## src/rtl/iova_xlate_pkg.sv

```systemverilog
package iova_xlate_pkg;
  localparam int XW       = 64;
  localparam int HW       = XW / 2;
  localparam int PA_MSB   = 40;
  localparam int SMALL_SH = 13;
  localparam int BIG_SH   = 16;
  localparam int CODE_W   = 3;
  localparam int IDX_MIN  = 10;
  localparam int ENT_SH   = 3;

  typedef enum logic [1:0] {
    FLT_NONE    = 2'd0,
    FLT_INVALID = 2'd1,
    FLT_SIZE    = 2'd2,
    FLT_PERM    = 2'd3
  } fault_e;

  typedef enum logic [1:0] {
    ST_IDLE  = 2'd0,
    ST_ISSUE = 2'd1,
    ST_WAIT  = 2'd2,
    ST_RESP  = 2'd3
  } walk_st_e;

  localparam logic [XW-1:0] ONE = XW'(1);

  // byte offset of the table entry inside the table
  function automatic logic [XW-1:0] entry_offset(input logic [XW-1:0] va,
                                                 input logic wide,
                                                 input logic [CODE_W-1:0] code);
    int unsigned lo;
    int unsigned hi;
    logic [XW-1:0] keep;
    lo   = wide ? BIG_SH : SMALL_SH;
    hi   = lo + IDX_MIN - 1 + int'(code);
    keep = ((ONE << (hi + 1)) - ONE) & ~((ONE << lo) - ONE);
    return (va & keep) >> (lo - ENT_SH);
  endfunction

  function automatic logic size_unsupported(input logic wide, input logic [CODE_W-1:0] code);
    return wide && (code > 3'd5);
  endfunction

  // lane k carries byte at address+k; lowest address is most significant
  function automatic logic [XW-1:0] be_assemble(input logic [XW-1:0] lanes);
    logic [XW-1:0] v;
    for (int k = 0; k < XW / 8; k++) v[XW-1-8*k -: 8] = lanes[8*k +: 8];
    return v;
  endfunction

  function automatic logic [XW-1:0] offset_mask(input logic big);
    return big ? ((ONE << BIG_SH) - ONE) : ((ONE << SMALL_SH) - ONE);
  endfunction
endpackage

```

## src/rtl/iova_cfg_regs.sv

```systemverilog
module iova_cfg_regs
  import iova_xlate_pkg::*;
(
  input  logic          clk,
  input  logic          rst_n,
  input  logic [3:0]    cfg_addr,
  input  logic          cfg_wen,
  input  logic          cfg_half,
  input  logic [XW-1:0] cfg_wdata,
  output logic [XW-1:0] cfg_rdata,
  output logic [XW-1:0] ctrl_q,
  output logic [XW-1:0] base_q
);
  localparam int NREG = 2;

  logic acc_ok;
  logic wr_hit;
  logic [XW-1:0] sel_word;

  assign acc_ok = (cfg_addr[1:0] == 2'b00) && (cfg_half || !cfg_addr[2]);
  assign wr_hit = cfg_wen && acc_ok;

  for (genvar r = 0; r < NREG; r++) begin : g_reg
    logic [XW-1:0] word_q;
    always_ff @(posedge clk) begin
      if (!rst_n) begin
        word_q <= '0;
      end else if (wr_hit && (cfg_addr[3] == 1'(r))) begin
        if (!cfg_half)        word_q <= cfg_wdata;
        else if (cfg_addr[2]) word_q[HW-1:0]  <= cfg_wdata[HW-1:0];
        else                  word_q[XW-1:HW] <= cfg_wdata[HW-1:0];
      end
    end
  end

  assign ctrl_q   = g_reg[0].word_q;
  assign base_q   = g_reg[1].word_q;
  assign sel_word = cfg_addr[3] ? base_q : ctrl_q;

  always_comb begin
    if (!acc_ok)          cfg_rdata = '0;
    else if (!cfg_half)   cfg_rdata = sel_word;
    else if (cfg_addr[2]) cfg_rdata = {{HW{1'b0}}, sel_word[HW-1:0]};
    else                  cfg_rdata = {{HW{1'b0}}, sel_word[XW-1:HW]};
  end
endmodule

```

## src/rtl/iova_index_calc.sv

```systemverilog
module iova_index_calc
  import iova_xlate_pkg::*;
(
  input  logic [XW-1:0]     va,
  input  logic [XW-1:0]     table_base,
  input  logic              wide,
  input  logic [CODE_W-1:0] code,
  output logic [XW-1:0]     ent_addr,
  output logic              bad_size
);
  assign ent_addr = table_base + entry_offset(va, wide, code);
  assign bad_size = size_unsupported(wide, code);
endmodule

```

## src/rtl/iova_entry_check.sv

```systemverilog
module iova_entry_check
  import iova_xlate_pkg::*;
(
  input  logic [XW-1:0] lanes,
  input  logic [XW-1:0] va,
  input  logic          is_write,
  output logic [XW-1:0] paddr,
  output logic [XW-1:0] pmask,
  output fault_e        fault
);
  localparam logic [XW-1:0] PHYS_KEEP = (ONE << (PA_MSB + 1)) - ONE;

  logic [XW-1:0] ent;
  logic [XW-1:0] omask;
  logic [XW-1:0] page_base;

  assign ent       = be_assemble(lanes);
  assign omask     = offset_mask(ent[61]);
  assign page_base = ent & PHYS_KEEP & ~omask;

  always_comb begin
    if (!ent[63])                 fault = FLT_INVALID;
    else if (is_write && !ent[1]) fault = FLT_PERM;
    else                          fault = FLT_NONE;
  end

  assign paddr = (fault == FLT_NONE) ? (page_base | (va & omask)) : '0;
  assign pmask = (fault == FLT_NONE) ? omask : '0;
endmodule

```

## src/rtl/iova_xlate_walker.sv

```systemverilog
module iova_xlate_walker
  import iova_xlate_pkg::*;
(
  input  logic          clk,
  input  logic          rst_n,
  input  logic [3:0]    cfg_addr,
  input  logic          cfg_wen,
  input  logic          cfg_half,
  input  logic [XW-1:0] cfg_wdata,
  output logic [XW-1:0] cfg_rdata,
  input  logic          req_valid,
  output logic          req_ready,
  input  logic [XW-1:0] req_addr,
  input  logic          req_write,
  output logic          mem_rd_valid,
  input  logic          mem_rd_ready,
  output logic [XW-1:0] mem_rd_addr,
  input  logic          mem_rsp_valid,
  input  logic [XW-1:0] mem_rsp_data,
  output logic          rsp_valid,
  output logic [XW-1:0] rsp_paddr,
  output logic [XW-1:0] rsp_mask,
  output logic [1:0]    rsp_fault
);
  localparam logic [XW-1:0] PASS_MASK = (ONE << SMALL_SH) - ONE;

  logic [XW-1:0] ctrl_q, base_q;
  logic          xlate_on, wide_mode;
  logic [CODE_W-1:0] size_code;
  logic          req_fire;
  logic [XW-1:0] calc_addr;
  logic          calc_bad;
  logic [XW-1:0] chk_paddr, chk_mask;
  fault_e        chk_fault;

  walk_st_e      st_q;
  logic [XW-1:0] va_q, ent_addr_q, paddr_q, mask_q;
  logic          wr_q;
  fault_e        fault_q;

  iova_cfg_regs u_regs (
    .clk(clk), .rst_n(rst_n), .cfg_addr(cfg_addr), .cfg_wen(cfg_wen),
    .cfg_half(cfg_half), .cfg_wdata(cfg_wdata), .cfg_rdata(cfg_rdata),
    .ctrl_q(ctrl_q), .base_q(base_q)
  );

  assign xlate_on  = ctrl_q[0];
  assign wide_mode = ctrl_q[2];
  assign size_code = ctrl_q[18:16];
  assign req_ready = (st_q == ST_IDLE);
  assign req_fire  = req_valid && req_ready;

  iova_index_calc u_idx (
    .va(req_addr), .table_base(base_q), .wide(wide_mode), .code(size_code),
    .ent_addr(calc_addr), .bad_size(calc_bad)
  );

  iova_entry_check u_ent (
    .lanes(mem_rsp_data), .va(va_q), .is_write(wr_q),
    .paddr(chk_paddr), .pmask(chk_mask), .fault(chk_fault)
  );

  always_ff @(posedge clk) begin
    if (!rst_n) begin
      st_q       <= ST_IDLE;
      va_q       <= '0;
      wr_q       <= 1'b0;
      ent_addr_q <= '0;
      paddr_q    <= '0;
      mask_q     <= '0;
      fault_q    <= FLT_NONE;
    end else begin
      unique case (st_q)
        ST_IDLE: if (req_fire) begin
          va_q       <= req_addr;
          wr_q       <= req_write;
          ent_addr_q <= calc_addr;
          if (!xlate_on) begin
            paddr_q <= req_addr;
            mask_q  <= PASS_MASK;
            fault_q <= FLT_NONE;
            st_q    <= ST_RESP;
          end else if (calc_bad) begin
            paddr_q <= '0;
            mask_q  <= '0;
            fault_q <= FLT_SIZE;
            st_q    <= ST_RESP;
          end else begin
            st_q <= ST_ISSUE;
          end
        end
        ST_ISSUE: if (mem_rd_ready) st_q <= ST_WAIT;
        ST_WAIT: if (mem_rsp_valid) begin
          paddr_q <= chk_paddr;
          mask_q  <= chk_mask;
          fault_q <= chk_fault;
          st_q    <= ST_RESP;
        end
        ST_RESP: st_q <= ST_IDLE;
        default: st_q <= ST_IDLE;
      endcase
    end
  end

  assign mem_rd_valid = (st_q == ST_ISSUE);
  assign mem_rd_addr  = ent_addr_q;
  assign rsp_valid    = (st_q == ST_RESP);
  assign rsp_paddr    = paddr_q;
  assign rsp_mask     = mask_q;
  assign rsp_fault    = fault_q;
endmodule

```

## config.mk

```make
export PLATFORM = sky130hd
export DESIGN_NAME = iova_xlate_walker
export DESIGN_NICKNAME = d
export VERILOG_FILES = /design/src/rtl/iova_xlate_pkg.sv /design/src/rtl/iova_cfg_regs.sv /design/src/rtl/iova_index_calc.sv /design/src/rtl/iova_entry_check.sv /design/src/rtl/iova_xlate_walker.sv
export SDC_FILE = /design/constraint.sdc
export NUM_CORES = 1
export LEC_CHECK = 0
export BUFFER_PORTS_ARGS = -buffer_cell sky130_fd_sc_hd__buf_2
export CORE_AREA = 3 3 178 180
export CTS_CLUSTER_DIAMETER = 60
export DETAILED_ROUTE_END_ITERATION = 10
export DIE_AREA = 0 0 181 183
export PLACE_DENSITY_LB_ADDON = 0.08
export SLEW_MARGIN = 40
export SYNTH_ARGS = -nofsm -noshare
export SYNTH_HDL_FRONTEND = slang
export SYNTH_SLANG_ARGS = --single-unit
```

## constraint.sdc

```tcl
create_clock -name clk -period 14.28 [get_ports clk]
set_clock_uncertainty 0.2 [all_clocks]
set_input_delay 1.428 -clock clk [delete_from_list [all_inputs] [get_ports clk]]
set_output_delay 1.428 -clock clk [all_outputs]
set_load 0.01 [all_outputs]
```

==> impl_metrics.py, run 1 <==
metrics = {
    "power": {
        "power.total_mw": 2.54,
        "swShare": 0.345,
        "leakagePower_nw": 8.06,
        "seqPwrFrac": 0.373,
        "vdd_drop_max_mv": 0.186,
        "intPower_mw": 1.66,
        "p_sw_mw": 0.875,
        "p_per_area_mw_per_mm2": 133,
        "p_clk_frac": 0.339,
        "pwr-share-comb": 0.288,
    },
    "clock_tree": {
        "root_buffer": "clkbuf_16",
        "cts_htree_levels": 1,
        "clock-sinks": 279,
        "clk_latency_ns": 0.56,
        "cts_buffers": 31,
        "cts_tree": "yes",
        "cts_buffer_depth": 3,
        "clk_pin_slew_ns": 0.06,
        "postCtsHoldBufs": 0,
        "post-cts-setup-buffer-count": 0,
        "cts_resized": 0,
    },
    "detailed_routing": {
        "drc": 0,
        "wl_per_cell_um": 20.4,
        "first_pass_iters": 5,
        "drt_iter0_markers": 1607,
        "postRouteWirelength_mm": 56.1,
        "detail_route.vias_per_cell": 5.91,
        "vias": 16200,
        "ant_nets": 0,
    },
    "global_routing": {
        "grt_max_degree": 174,
        "grt.overflow.total": 0,
        "antenna_found_initial": 3,
        "grt_pass1_vias": 14600,
        "grt_pass1_wl_mm": 84.3,
        "grt_usage": 0.315,
    },
    "placement": {
        "gp_congestion": 0.974,
        "io_buffers": 383,
        "hpwlAfterDp_mm": 41.6,
        "dp.cells": 2690,
        "preCtsSetupSlack_ns": 8.67,
        "dpl_cell_area_mm2": 0.0179,
    },
    "final_layout": {
        "nets": 2596,
        "multiInputGateArea_mm2": 0.00967,
        "final_util": 0.628,
        "layoutNonFillerInstCount": 2747,
        "syn_to_final_growth_pct": 18.4,
        "drive_gt1_frac": 0.220,
        "seqCellArea_mm2": 0.00559,
        "fin_area_mm2": 0.0191,
        "fill_cells": 2751,
    },
    "setup_path": {
        "cp.arrival_ns": 5.90,
        "end_kind": "register",
        "cp.required_ns": 14.55,
        "crit_path_max_fanout": 8,
        "path_class": "register to register",
        "cp-start-kind": "register",
    },
    "synthesis": {
        "synth_common_cells": "331 x nand2_1, 279 x dfxtp_1, 231 x a21oi_1, 202 x nor2_1, 128 x clkbuf_1",
        "synth_ff_type": "dfxtp_1",
        "seq_area_frac_synth": 0.347,
        "ys_ff_latch": 279,
        "synth_enable_flop_cells": 0,
        "avgSynthCellArea_um2": 7.91,
        "synthTopCellsByArea": "dfxtp_1 35%, nand2_1 7.7%, a21oi_1 7.2%",
        "synth_top_cell_area_share": 0.347,
        "yosysMostFrequentCell": "nand2_1",
        "synthCells": 2036,
        "synth_area_mm2": 0.0161,
        "synth_area_leader_cell": "dfxtp_1",
        "synth_async_sr_flop_share": 0,
        "yosys_warnings": 0,
        "synthDistinctLibCells": 72,
    },
    "sta": {
        "hold_violations": 0,
        "setup_violations": 0,
        "period_share": 0.395,
        "rsz0062_at_grt": "false",
        "period_minus_slack_ns": 5.63,
        "hold_ws_ns": 0.247,
        "relSlewSlack": 0.402,
        "postLayoutSetupSlackWorst_ns": 8.65,
        "tns_ns": 0,
        "slew_viol_final": 0,
        "fmax_mhz": 178,
        "worst_pin_slew_ns": 0.891,
    },
    "die": {
        "start_util": 0.530,
        "coreArea_mm2": 0.0303,
        "die_x_um": 181,
        "rows": 64,
        "die_h_um": 183,
        "io_pins": 465,
        "die_area_mm2": 0.0331,
    },
    "min_path": {
        "hold_path_class": "register to register",
    },
    "run_status": {
        "outcome": "completed",
    },
    "job": {
        "drv_cap": 0,
    },
}
-- path summary, 6_finish.rpt --
path | start | end | slack (ns) | cells past startpoint
worst max-delay path | u_regs.ctrl_q[2] | mem_rd_addr[61] | 8.65 | 19
worst min register to register | mem_rd_addr[46] | mem_rd_addr[46] | 0.25 | 2
worst min-delay path | mem_rd_addr[46] | mem_rd_addr[46] | 0.25 | 2
worst max register to register | u_regs.ctrl_q[2] | mem_rd_addr[61] | 8.65 | 19
-- critical path: stages (launching register included) --
cell and delay [ns]:
dfxtp_1 0.32, inv_1 0.11, ha_1 0.21, inv_1 0.06
ha_1 0.23, xor2_1 0.39, o21ai_0 0.35, o21ai_0 0.23
o22ai_1 0.13, ha_1 0.39, nand4_1 0.21, a21oi_1 0.06
or3_4 0.44, a311o_1 0.43, a211o_1 0.39, a211oi_2 0.43
o31ai_2 0.18, a211oi_4 0.38, o21ai_1 0.12, a311oi_2 0.25
-- routing by layer --
metal,global-route usage,part of all wire,vias to the layer above
li1,-,-,7706
met1,0.450,0.43,7687
met2,0.496,0.46,738
met3,0.0599,0.092,98
met4,0.0795,0.026,4
met5,0,0.00036,-
-- state kept, by name (all words and copies together) (netlist names) --
signal,count
u_regs.base_q,64
u_regs.ctrl_q,64
rsp_fault,2
va_q,16
wr_q,1
mem_rd_addr,64
st_q,2
rsp_paddr,64
rsp_mask,2
-- power groups by stage --
| stage | combinational, mW | clock [mW] | sequential, mW |
|---|---|---|---|
| after global routing | 0.802 | 0.900 | 0.958 |
| final | 0.730 | 0.860 | 0.945 |
| after global placement | 0.712 | 0 | 0.956 |
| after detailed placement | 0.722 | 0 | 0.961 |
| after floorplan | 0.456 | 0 | 0.997 |
| after CTS | 0.726 | 0.869 | 0.944 |
-- placed cells by master (no fill, tap or decap), types with 13 or more instances in the layout --
master     synthesis  final
ha_1              64     64
clkbuf_16          0     31
mux4_2            32     32
mux2i_1           67     67
dfxtp_1          279    279
nand3_1           62     62
a31oi_1           13     13
xnor2_1           29     29
a21oi_1          231    231
nor2_1           202    201
inv_1             29     29
nand4_1           19     19
and2_1            14     13
buf_2              0    382
conb_1             1     66
nor3_1            61     58
buf_4             62     18
o21ai_0           66     66
xor2_1            17     17
nor2b_1           39     39
a221oi_1          42     42
nand2_1          331    329
a211oi_1          75     75
and3_1            13     13
-- cells by family after synthesis --
| kind of cell | count (synthesis) | share of synthesized area |
|---|---|---|
| AND/OR/NAND/NOR | 780 | 0.213 |
| AO/OA/AOI/OAI | 524 | 0.205 |
| flip-flops | 279 | 0.347 |
| buffers and inverters | 239 | 0.0702 |
| multiplexers | 102 | 0.0885 |
| adder cells (fa/ha/maj) | 65 | 0.0510 |
| XOR/XNOR | 46 | 0.0250 |
| other | 1 | 0.000233 |
-- area by class of cell --
class,count,area share
multi-input combinational,1583,0.508
sequential,279,0.293
timing repair buffer,402,0.109
clock buffer,37,0.0435
tap,396,0.0260
clock inverter,19,0.0146
inverter,30,0.00657
antenna,1,0.000131
No activity file was read; power rests on OpenSTA's default activity.
==> run 2, diff against run 1 <==
CORE_AREA = 3 3 188 190   (was 3 3 178 180)
DIE_AREA = 0 0 191 193   (was 0 0 181 183)
clock period = 4.71 ns   (was 14.28 ns; I/O delays follow)
==> run 2 against run 1 <==
Against the previous run: combinational power grew to 3.3 times the previous value; sequential cell count is the same; non-clock buffer count grew 172; register-to-register slack lost 8.5 ns; clock power grew to 2.9 times the previous value; wire length grew 4.2%; global-route usage shrank 1.7 points; critical path depth grew 3; sequential share of layout area shrank 2.5 points; via count grew 3.6%; highest routed layer is now met4.
==> impl_metrics.py, run 2 (same netlist as run 1, synthesis figures left out) <==
metrics = {
    "run_status": {
        "outcome": "completed",
    },
    "clock_tree": {
        "clk_pin_slew_ns": 0.06,
        "clock-sinks": 279,
        "cts_htree_levels": 1,
        "cts_buffer_depth": 3,
        "cts_tree": "yes",
        "cts_buffers": 31,
        "root_buffer": "clkbuf_16",
        "clk_latency_ns": 0.57,
    },
    "sta": {
        "postLayoutSetupSlackWorst_ns": 0.156,
        "setup_violations": 0,
        "hold_violations": 0,
        "fmax_mhz": 220,
        "worst_pin_slew_ns": 0.815,
        "hold_ws_ns": 0.00756,
        "slew_viol_final": 0,
        "relSlewSlack": 0.456,
        "period_share": 0.967,
        "period_minus_slack_ns": 4.55,
    },
    "power": {
        "intPower_mw": 5.05,
        "p_sw_mw": 2.68,
        "vdd_drop_max_mv": 0.391,
        "seqPwrFrac": 0.371,
        "power.total_mw": 7.73,
        "swShare": 0.347,
        "p_per_area_mw_per_mm2": 370,
        "leakagePower_nw": 8.88,
        "p_clk_frac": 0.321,
        "pwr-share-comb": 0.309,
    },
    "die": {
        "rows": 67,
        "die_area_mm2": 0.0369,
        "die_x_um": 191,
        "die_h_um": 193,
        "start_util": 0.479,
        "coreArea_mm2": 0.0336,
        "io_pins": 465,
    },
    "detailed_routing": {
        "drc": 0,
        "first_pass_iters": 6,
        "wl_per_cell_um": 19.7,
        "detail_route.vias_per_cell": 5.66,
        "drt_iter0_markers": 1256,
        "postRouteWirelength_mm": 58.4,
        "vias": 16800,
        "ant_nets": 0,
    },
    "placement": {
        "io_buffers": 383,
        "dp.cells": 2834,
        "preCtsSetupSlack_ns": -0.100,
        "hpwlAfterDp_mm": 43.6,
        "gp_congestion": 0.926,
    },
    "global_routing": {
        "grt_usage": 0.298,
        "grt.overflow.total": 0,
        "grt_pass1_vias": 15500,
        "grt_max_degree": 147,
        "antenna_found_initial": 2,
        "grt_pass1_wl_mm": 87.2,
    },
    "setup_path": {
        "path_class": "register to register",
        "r2r_start": "u_regs.ctrl_q[2]",
        "cp.required_ns": 5.01,
        "cp-start-kind": "register",
        "crit_chain": "inv_4, ha_4, inv_2, ha_4, inv_2, a21oi_4, nor2_2, buf_6, o2bb2ai_1, ha_1, nand3_2, a21oi_1, or3_4, a311o_1, a211o_1, a211oi_2, buf_4, o31ai_4, a211oi_4, buf_4, o21ai_1, a31oi_1",
        "end_kind": "register",
        "reg2reg_depth": 22,
        "r2r_slack_ns": 0.16,
        "cpPeakStageDelay_ns": 0.42,
        "crit_path_max_fanout": 7,
        "r2r-end": "mem_rd_addr[63]",
        "cp_slowest_cell": "a311o_1",
        "cp.arrival_ns": 4.85,
    },
    "final_layout": {
        "fill_cells": 3116,
        "insertedDiodeCount": 0,
        "layoutNonFillerInstCount": 2972,
        "syn_to_final_growth_pct": 29.6,
        "nets": 2768,
        "drive_gt1_frac": 0.257,
        "final_common_cell": "buf_2",
        "final_cell_mix": "382 x buf_2, 328 x nand2_1, 277 x dfxtp_1",
    },
    "job": {
        "drv_cap": 0,
    },
    "min_path": {
        "whs_path_depth": 3,
        "min_to": "rsp_paddr[37]",
        "worstHoldStart": "mem_rsp_data[29]",
        "hold_path_class": "input pin to register",
    },
}
[run 2: power by group through the flow]
stage                     Combinational [mW]  Sequential (mW)  Clock (mW)
final                                   2.38             2.86        2.48
after global routing                    2.61             2.91        2.60
after floorplan                         1.38             3.02           0
after detailed placement                2.29             2.91           0
after CTS                               2.35             2.86        2.51
after global placement                  2.21             2.90           0
[run 2: worst max path at each step]
stage	start	endpoint	slack, ns	cells after the start
final	u_regs.ctrl_q[2]	mem_rd_addr[63]	0.16	22
after global routing	u_regs.ctrl_q[2]	mem_rd_addr[63]	-0.02	19
after CTS	u_regs.ctrl_q[2]	mem_rd_addr[63]	0.01	19
after detailed placement	u_regs.ctrl_q[2]	mem_rd_addr[57]	-0.10	21
after global placement	u_regs.ctrl_q[2]	mem_rd_addr[57]	0.002	21
after floorplan	u_regs.ctrl_q[2]	mem_rd_addr[57]	0.01	20
[run 2: layout make-up]
type,count,area (um^2),share of cell area
Clock buffer,47,936,0.0449
Clock inverter,11,125,0.00600
Inverter,30,128,0.00612
Multi-Input combinational cell,1583,9930,0.476
Sequential cell,279,5590,0.268
Tap cell,448,561,0.0269
Timing Repair Buffer,574,3590,0.172
[run 2: timing repair]
action	in CTS	in global routing
hold buffers	73	0
endpoints found under the setup margin	4	29
endpoints found under the hold margin	105	0
pin swaps	9	23
resized for setup	11	44
buffers inserted	3	4
[run 2: metrics by stage]
step / TNS, ns / instance area [um^2] / util
2_1_floorplan: 0 / 16400 / -
3_3_place_gp: 0 / 18700 / 0.556
3_5_place_dp: -0.307 / 18700 / 0.557
4_1_cts: 0 / 20600 / 0.613
5_1_grt: -0.0418 / 20900 / 0.621
6_report: 0 / 20900 / 0.621
[run 2: routing by layer]
| metal | track usage | share of wire |
|---|---|---|
| met2 | 0.484 | 0.46 |
| met1 | 0.414 | 0.43 |
| met5 | 0 | 0 |
| met4 | 0.0937 | 0.036 |
| met3 | 0.0381 | 0.070 |
[run 2: critical path, delay by kind of cell, from the launching register on]
family	cells	cell delay [ns]
AO/OA/AOI/OAI	10	2.09
flip-flops	1	0.37
AND/OR/NAND/NOR	3	0.55
adder cells (fa/ha/maj)	3	0.60
buffers and inverters	6	0.66
==> run 3, diff against run 2 <==
CORE_AREA = 2 2 167 210   (was 3 3 188 190)
DIE_AREA = 0 0 169 212   (was 0 0 191 193)
SLEW_MARGIN = unset   (was 40)
==> run 3 against run 2 <==
Against the previous run: via count decreased by 1.4%; global-route usage up 0.40 points; count of clock-buffer cells in the layout fell by 5; highest routed layer unchanged; critical path depth down 3; sequential power hardly changed; register-to-register slack better by 0.03 ns; sequential share of layout area up 0.23 points.
==> impl_metrics.py, run 3 (same netlist as run 1, synthesis figures left out) <==
metrics = {
    "power": {
        "vdd_drop_max_mv": 0.270,
        "power.total_mw": 7.49,
        "p_per_area_mw_per_mm2": 362,
        "leakagePower_nw": 8.74,
    },
    "detailed_routing": {
        "drt_iter0_markers": 1203,
        "vias": 16600,
        "wl_per_cell_um": 19.5,
        "detail_route.vias_per_cell": 5.65,
        "ant_nets": 0,
        "first_pass_iters": 5,
        "drc": 0,
        "postRouteWirelength_mm": 57.2,
    },
    "sta": {
        "relSlewSlack": 0.194,
        "hold_violations": 0,
        "period_minus_slack_ns": 4.53,
        "fmax_mhz": 221,
        "worst_pin_slew_ns": 1.21,
        "tns_ns": 0,
        "slew_viol_final": 0,
        "period_share": 0.961,
        "setup_violations": 0,
    },
    "run_status": {
        "outcome": "completed",
    },
    "global_routing": {
        "antenna_found_initial": 0,
        "grt_pass1_wl_mm": 84.9,
        "grt_max_degree": 172,
        "grt_usage": 0.302,
        "grt_pass1_vias": 15300,
        "grt.overflow.total": 0,
    },
    "final_layout": {
        "insertedDiodeCount": 0,
        "multiInputGateArea_mm2": 0.00998,
        "seqCellArea_mm2": 0.00559,
        "final_common_cell": "buf_2",
        "drive_gt1_frac": 0.252,
        "final_cell_mix": "383 x buf_2, 327 x nand2_1, 277 x dfxtp_1",
        "final_util": 0.607,
        "fill_cells": 3196,
        "syn_to_final_growth_pct": 28.4,
        "nets": 2754,
    },
    "placement": {
        "io_buffers": 383,
        "hpwlAfterDp_mm": 41.8,
        "gp_congestion": 0.901,
    },
    "clock_tree": {
        "cts_buffer_depth": 3,
        "clk_pin_slew_ns": 0.06,
        "clk_latency_ns": 0.57,
        "cts_htree_levels": 1,
        "root_buffer": "clkbuf_16",
        "cts_tree": "yes",
        "cts_buffers": 30,
        "clock-sinks": 279,
    },
    "die": {
        "die_area_mm2": 0.0358,
        "rows": 76,
        "die_x_um": 169,
        "start_util": 0.473,
        "coreArea_mm2": 0.0340,
        "io_pins": 465,
        "die_h_um": 212,
    },
    "setup_path": {
        "end_kind": "register",
        "crit_path_max_fanout": 8,
        "path_class": "register to register",
        "cp-start-kind": "register",
        "cp.arrival_ns": 4.80,
        "cp.required_ns": 4.99,
    },
    "min_path": {
        "hold_path_class": "input pin to register",
    },
    "job": {
        "drv_cap": 0,
    },
}
## run 3: cell count changes in the layout (fill, tap and decap cells not counted), moves of 3 or more
cell / previous run / this run
ha_1: 56 / 52
dlygate4sd3_1: 73 / 83
a21oi_1: 229 / 226
ha_2: 0 / 3
a21oi_2: 1 / 5
buf_4: 113 / 90
clkbuf_8: 10 / 6
## run 3: layout make-up
cell class	count	area share
Timing Repair Buffer	561	0.169
Clock inverter	11	0.00393
Multi-Input combinational cell	1583	0.483
Tap cell	429	0.0260
Sequential cell	279	0.270
Clock buffer	42	0.0424
Inverter	30	0.00581
## run 3: worst max-delay path: stages, from the launching register on
cell	delay (ns)
dfxtp_2	0.39
ha_4	0.16
inv_2	0.04
ha_4	0.17
xor2_4	0.23
nand2_2	0.11
o21ai_2	0.19
o22ai_4	0.11
ha_4	0.28
a21oi_2	0.15
o211ai_1	0.11
or3_4	0.35
a311o_1	0.31
a211o_1	0.35
a211oi_2	0.25
buf_4	0.17
o31ai_4	0.09
a211oi_4	0.37
o21ai_1	0.14
a311oi_2	0.24
## run 3: routing by layer
| metal | GRT usage | vias to the layer above | share of wire |
|---|---|---|---|
| met2 | 0.525 | 662 | 0.48 |
| met3 | 0.0488 | 90 | 0.068 |
| met1 | 0.377 | 7807 | 0.41 |
| met4 | 0.110 | 0 | 0.035 |
| li1 | - | 8030 | - |
| met5 | 0 | - | 0 |
## run 3: per-stage QoR
step	setup slack, ns	cell area [um^2]	cells	hold slack, ns
floorplan	0.00986	16400	2101	0.233
global placement	0.0511	18500	2790	0.234
detailed placement	-0.0444	18500	2790	0.242
CTS	0.00331	20300	2927	0.000551
global route	-0.0343	20700	2935	0.0133
finish	0.182	20700	2935	0.0184
## run 3: power by group
| part | leakage [nW] | total (mW) | internal, mW | switching (mW) |
|---|---|---|---|---|
| clock | 0.467 | 2.30 | 1.30 | 1.00 |
| sequential | 2.27 | 2.88 | 2.69 | 0.191 |
| combinational | 6.00 | 2.31 | 0.855 | 1.46 |
## run 3: path summary, 6_finish.rpt
path / cells after the start / endpoint / startpoint / slack, ns
setup reg to reg: 19 / mem_rd_addr[57] / u_regs.ctrl_q[16] / 0.18
hold / removal: 3 / rsp_paddr[29] / mem_rsp_data[37] / 0.02
setup / recovery: 19 / mem_rd_addr[57] / u_regs.ctrl_q[16] / 0.18
hold reg to reg: 2 / rsp_paddr[51] / rsp_paddr[51] / 0.25
## run 3: what timing repair did
item / 4_1_cts / 5_1_grt
buffers inserted: 1 / 8
pin swaps: 2 / 21
resized for setup: 5 / 60
hold buffers: 83 / 0
hold endpoints to repair: 115 / 0
setup endpoints to repair: 3 / 18
